===== src/rtl/victim_fifo_buf.sv =====
module victim_fifo_buf #(
  parameter int ADDR_W = 16,
  parameter int DEPTH  = 4,
  parameter int CNT_W  = 8
) (
  input  logic              clk,
  input  logic              rst_n,
  input  logic              req_valid,
  input  logic              req_write,
  input  logic [ADDR_W-1:0] req_addr,
  input  logic              ev_valid,
  input  logic [ADDR_W-1:0] ev_addr,
  input  logic              ev_dirty,
  output logic              hit,
  output logic              hit_dirty,
  output logic              l2_wr_valid,
  output logic [ADDR_W-1:0] l2_wr_addr,
  output logic [CNT_W-1:0]  rd_hits,
  output logic [CNT_W-1:0]  rd_misses,
  output logic [CNT_W-1:0]  wr_hits,
  output logic [CNT_W-1:0]  wr_misses
);
  localparam bit BYPASS = (DEPTH == 0);
  localparam int SLOTS  = BYPASS ? 1 : DEPTH;
  localparam int IDX_W  = (SLOTS > 1) ? $clog2(SLOTS) : 1;
  localparam int AGE_W  = $clog2(SLOTS + 1);
  localparam logic [AGE_W-1:0] OLDEST = AGE_W'(SLOTS - 1);

  logic [SLOTS-1:0]  vld, dty, match;
  logic [ADDR_W-1:0] tag [SLOTS];
  logic [AGE_W-1:0]  age [SLOTS];
  logic [IDX_W-1:0]  hit_idx, free_idx, old_idx, tgt_idx;
  logic              full, any_match;

  always_comb begin
    hit_idx  = '0;
    free_idx = '0;
    old_idx  = '0;
    for (int i = SLOTS - 1; i >= 0; i--) begin
      match[i] = !BYPASS && vld[i] && (tag[i] == req_addr);
      if (match[i]) hit_idx = IDX_W'(i);
      if (!vld[i]) free_idx = IDX_W'(i);
      if (vld[i] && age[i] == OLDEST) old_idx = IDX_W'(i);
    end
  end

  assign any_match   = |match;
  assign full        = &vld;
  assign hit         = req_valid && any_match;
  assign hit_dirty   = hit && |(match & dty);
  assign tgt_idx     = any_match ? hit_idx : (full ? old_idx : free_idx);
  assign l2_wr_valid = BYPASS ? (req_valid && ev_valid && ev_dirty)
                              : (req_valid && !any_match && ev_valid && full && dty[old_idx]);
  assign l2_wr_addr  = BYPASS ? ev_addr : tag[old_idx];

  for (genvar g = 0; g < SLOTS; g++) begin : g_slot
    always_ff @(posedge clk) begin
      if (!rst_n) begin
        vld[g] <= 1'b0;
        dty[g] <= 1'b0;
        tag[g] <= '0;
        age[g] <= '0;
      end else if (req_valid && !BYPASS) begin
        if (any_match) begin
          if (hit_idx == IDX_W'(g)) begin
            vld[g] <= ev_valid;
            dty[g] <= ev_dirty;
            tag[g] <= ev_addr;
            age[g] <= '0;
          end else if (vld[g]) begin
            if (ev_valid && age[g] < age[hit_idx]) age[g] <= age[g] + 1'b1;
            else if (!ev_valid && age[g] > age[hit_idx]) age[g] <= age[g] - 1'b1;
          end
        end else if (ev_valid) begin
          if (tgt_idx == IDX_W'(g)) begin
            vld[g] <= 1'b1;
            dty[g] <= ev_dirty;
            tag[g] <= ev_addr;
            age[g] <= '0;
          end else if (vld[g]) begin
            age[g] <= age[g] + 1'b1;
          end
        end
      end
    end
  end

  always_ff @(posedge clk) begin
    if (!rst_n) begin
      rd_hits   <= '0;
      rd_misses <= '0;
      wr_hits   <= '0;
      wr_misses <= '0;
    end else if (req_valid) begin
      case ({req_write, any_match})
        2'b01:   rd_hits   <= rd_hits + 1'b1;
        2'b00:   rd_misses <= rd_misses + 1'b1;
        2'b11:   wr_hits   <= wr_hits + 1'b1;
        default: wr_misses <= wr_misses + 1'b1;
      endcase
    end
  end

  assert_one_match_R2: assert property (@(posedge clk) disable iff (!rst_n)
    $onehot0(match));

  assert_hit_needs_entry_R2: assert property (@(posedge clk) disable iff (!rst_n)
    hit |-> $countones(vld) != 0);

  assert_no_swap_write_R3: assert property (@(posedge clk) disable iff (!rst_n)
    (hit && ev_valid) |=> $countones(vld) == $past($countones(vld)));

  assert_free_slot_R4: assert property (@(posedge clk) disable iff (!rst_n)
    (hit && !ev_valid) |=> $countones(vld) == $past($countones(vld)) - 1);

  assert_fill_R5: assert property (@(posedge clk) disable iff (!rst_n)
    (req_valid && !any_match && ev_valid && !full && !BYPASS)
      |=> $countones(vld) == $past($countones(vld)) + 1);

  assert_stay_full_R6: assert property (@(posedge clk) disable iff (!rst_n)
    (req_valid && !any_match && ev_valid && full && !BYPASS) |=> &vld);

  assert_rd_hit_count_R9: assert property (@(posedge clk) disable iff (!rst_n)
    (hit && !req_write) |=> rd_hits == $past(rd_hits) + 1'b1);

  assert_idle_R10: assert property (@(posedge clk) disable iff (!rst_n)
    !req_valid |=> $stable(vld) && $stable(dty) && $stable(wr_misses) && $stable(rd_misses));
endmodule


===== config.mk =====
export PLATFORM = sky130hd
export DESIGN_NAME = victim_fifo_buf
export DESIGN_NICKNAME = d
export VERILOG_FILES = /design/src/rtl/victim_fifo_buf.sv
export SDC_FILE = /design/constraint.sdc
export NUM_CORES = 1
export LEC_CHECK = 0
export BUFFER_PORTS_ARGS = -buffer_cell sky130_fd_sc_hd__buf_2
export CORE_ASPECT_RATIO = 0.75
export CORE_MARGIN = 8
export CORE_UTILIZATION = 45
export CTS_CLUSTER_DIAMETER = 60
export DETAILED_ROUTE_END_ITERATION = 8
export SLEW_MARGIN = 10
export SYNTH_ARGS = -nofsm -noshare
export SYNTH_HDL_FRONTEND = slang
export SYNTH_SLANG_ARGS = --single-unit

===== constraint.sdc =====
create_clock -name clk -period 5.7 [get_ports clk]
set_clock_uncertainty 0.15 [all_clocks]
set_input_delay 0 -clock clk [delete_from_list [all_inputs] [get_ports clk]]
set_output_delay 0 -clock clk [all_outputs]
set_load 0.01 [all_outputs]

==> flow_metrics.env <==
export IMPL_yosys_warnings=0
export IMPL_numCtsBuffers=17
export IMPL_cp_max_fo=12
export IMPL_stdcell_area_um2=8460
export IMPL_synth_largest_area_cell="edfxtp_1"
export IMPL_min_path_type="in2reg"
export IMPL_rr_worst_depth=14
export IMPL_hold_viol=0
export IMPL_dr_first_iter_drc_count=662
export IMPL_syn_instance_count=660
export IMPL_synth_edf_count=76
export IMPL_crit_arrival_ps=4590
export IMPL_crit_path_start="tag[2][7]$_SDFFCE_PN0P_"
export IMPL_min_period_ps=4630
export IMPL_vias=5545
export IMPL_clkTransAtPathRegs_ps=60
export IMPL_leakagePower_nw=3.35
export IMPL_dp_hpwl_um=14100
export IMPL_cts_resized=0
export IMPL_finalWirelength_um=19500
export IMPL_intPower_mw=1.67
export IMPL_multi_input_area_um2=3750
export IMPL_crit_path_end_kind="flip-flop"
export IMPL_drc=0
export IMPL_antenna_found_initial=0
export IMPL_worst_hold_slack_ps=81.9
export IMPL_area_growth_pct=20.9
export IMPL_num_nets_final=831
export IMPL_grt_ovfl_total=0
export IMPL_die_w_um=160
export IMPL_relSlewSlack=0.270
export IMPL_io_buffers=88
export IMPL_die_area_um2=19800
export IMPL_htree_levels=4
export IMPL_final_max_slew_viol_count=0
export IMPL_num_rows=39
export IMPL_grt_pass1_vias=5622
export IMPL_pwr_share_seq=0.432
export IMPL_viasPerCell=5.62
export IMPL_cts_tree="done"
export IMPL_seq_area_um2=3080
export IMPL_swShare=0.237
export IMPL_grt_start_max_net_pins=54
export IMPL_path_cells="xor2_1 > nor4_1 > nand3_1 > nor2_1 > nor3_1 > nor2_1 > o21ai_0 > ha_1 > nand2_1 > o21bai_1 > a21oi_1 > a311o_1 > and2_1 > nand4_1"
export IMPL_cp_num_cells=14
export IMPL_fill_cells=1374
export IMPL_synth_fp_nets=722
export IMPL_cap_violations=0
export IMPL_clockBufferDepth=2
export IMPL_cp_endpoint="age[0][0]$_DFFE_PP_"
export IMPL_worstHoldPathCells=2
export IMPL_final_common_cell="buf_2"
export IMPL_async_reset_ff_frac=0
export IMPL_place_congestion=0.913
export IMPL_die_h_um=124
export IMPL_worstSkewPairLatency_ps=420
export IMPL_wl_per_cell_um=19.7
export IMPL_avgSynthCellArea_um2=10.6
export IMPL_final_layout_size_suffix_gt1_frac=0.194
export IMPL_r2r_slack_ps=1070
export IMPL_placed_area_um2=7670
export IMPL_finalSetupTns_ps=0
export IMPL_netlist_area_um2=7000
export IMPL_grt_pass1_wl_um=30800
export IMPL_rsz0062_at_grt="no"
export IMPL_path_class="reg2reg"
export IMPL_worst_slew_pin_slew_ps=1080
export IMPL_grt_usage=0.202
export IMPL_crit_top_cell="nor2_1"
export IMPL_final_cell_mix="buf_2 (88), edfxtp_1 (76), xnor2_1 (58)"
export IMPL_critPathTopFamily="simple AND/OR/NAND/NOR gates"
export IMPL_crit_slowest_cell="nor4_1"
export IMPL_power_frac_clock=0.475
export IMPL_yosysTopAreaCellShare=0.326
export IMPL_post_route_period_util=0.813
export IMPL_io_pins=89
export IMPL_p_switching_uw=519
export IMPL_synth_seq_area_share=0.441
export IMPL_ys_ff_latch=116
export IMPL_ys_types=63
export IMPL_reg2reg_to="age[0][0]$_DFFE_PP_"
export IMPL_cts_sinks=116
export IMPL_synthTopCellsByArea="edfxtp_1 (33%), dfxtp_1 (11%), xnor2_1 (7.3%)"
export IMPL_reg2reg_from="tag[2][7]$_SDFFCE_PN0P_"
export IMPL_cp_required_ps=5660
export IMPL_ir_worst_vdd_mv=0.200
export IMPL_pwr_share_comb=0.093
export IMPL_fmax_ghz=0.216
export IMPL_clockRootBuffer="clkbuf_16"
export IMPL_synth_flop_cell="edfxtp_1"
export IMPL_antenna_cells=0
export IMPL_outcome="complete, no violations"
export IMPL_power_density_nw_per_um2=259
export IMPL_critPathMaxStageDelay_ps=640
export IMPL_ant_nets=0
export IMPL_dr_pass1_iters=7
export IMPL_core_um2=15200
export IMPL_start_util=0.460
export IMPL_crit_buf_inv=0
export IMPL_setup_viol=0
export IMPL_startpoint_type="flip-flop"
## routing by layer
layer / wire length, um / track usage / up-vias
met1: 9190 / 0.281 / 2679
met5: 0 / 0 / -
met3: 1650 / 0.0525 / 18
li1: - / - / 2616
met4: 216 / 0.0582 / 0
met2: 8440 / 0.308 / 232
## synthesized netlist by cell type, drive strengths merged, types with 2 or more instances
cell and n:
a211oi 2, a21boi 7, a21oi 10, a22oi 2, a31o 2, a31oi 7, and2 43, and2b 2
and3 12, buf 3, clkbuf 23, dfxtp 40, edfxtp 76, ha 24, inv 22, mux2i 10
mux4 17, nand2 49, nand3 23, nand4 22, nor2 24, nor2b 56, nor3 10, nor4 11
o2111ai 5, o211ai 2, o21a 4, o21ai 15, o21bai 2, o22ai 3, o311a 2, o311ai 2
o31a 2, or3 8, or4 3, xnor2 58, xor2 38
## worst register-to-register path, delay by kind of cell (launching register included)
family	cells	cell delay, ps
flip-flops	1	410
AO/OA/AOI/OAI	4	830
AND/OR/NAND/NOR	8	2350
XOR/XNOR	1	190
adder cells (fa/ha/maj)	1	410
## how the worst min path moves through the flow
stage                                      to  slack, ps  startpoint
final                     dty[3]$_SDFFE_PN0P_         80       rst_n
after global routing      dty[3]$_SDFFE_PN0P_        130       rst_n
after CTS                 dty[3]$_SDFFE_PN0P_         70       rst_n
after global placement    dty[3]$_SDFFE_PN0P_        140    ev_dirty
after floorplan           dty[0]$_SDFFE_PN0P_         -5    ev_dirty
after detailed placement  dty[3]$_SDFFE_PN0P_        160    ev_dirty
## metrics by stage
step	instances	setup WS (ps)	util	total power, mW
2_1_floorplan	660	1510	-	1.07
3_3_place_gp	935	1350	0.504	1.15
3_5_place_dp	935	1220	0.504	1.15
4_1_cts	987	1210	0.556	2.21
5_1_grt	987	672	0.556	2.27
6_report	987	1070	0.556	2.19
## state kept, by name, indices dropped and copies added, names as in the netlist
register	count
tag	64
wr_misses	8
vld	4
wr_hits	8
age	12
dty	4
rd_hits	8
rd_misses	8
## cell type report
| cell class | count | share of cell area |
|---|---|---|
| clock buffers | 26 | 0.0652 |
| clock inverters | 6 | 0.00459 |
| inverters | 22 | 0.00976 |
| multi-input cells | 496 | 0.443 |
| flip-flops and latches | 116 | 0.364 |
| well taps | 205 | 0.0303 |
| repair buffers | 116 | 0.0828 |
## power by group through the flow
stage | clock network [mW] | registers, mW | logic [mW]
floorplan | 0 | 0.955 | 0.118
global placement | 0 | 0.963 | 0.186
detailed placement | 0 | 0.964 | 0.189
CTS | 1.06 | 0.947 | 0.202
global route | 1.09 | 0.950 | 0.222
finish | 1.04 | 0.947 | 0.204
## timing repair
| action | CTS | global route |
|---|---|---|
| hold endpoints to repair | 75 | 0 |
| hold buffers | 20 | 0 |
| setup buffers | 0 | 0 |
## cells by family (layout without fill, tap and decap cells)
logic type	count (synthesis)	count (layout)	share of synthesized area
mux	27	27	0.0690
compound gates	80	80	0.0833
simple gates	269	269	0.218
fa+ha+maj	24	24	0.0429
flops	116	116	0.441
buf+inv	48	170	0.0261
xor+xnor	96	96	0.120
No activity file was read; power rests on OpenSTA's default activity.
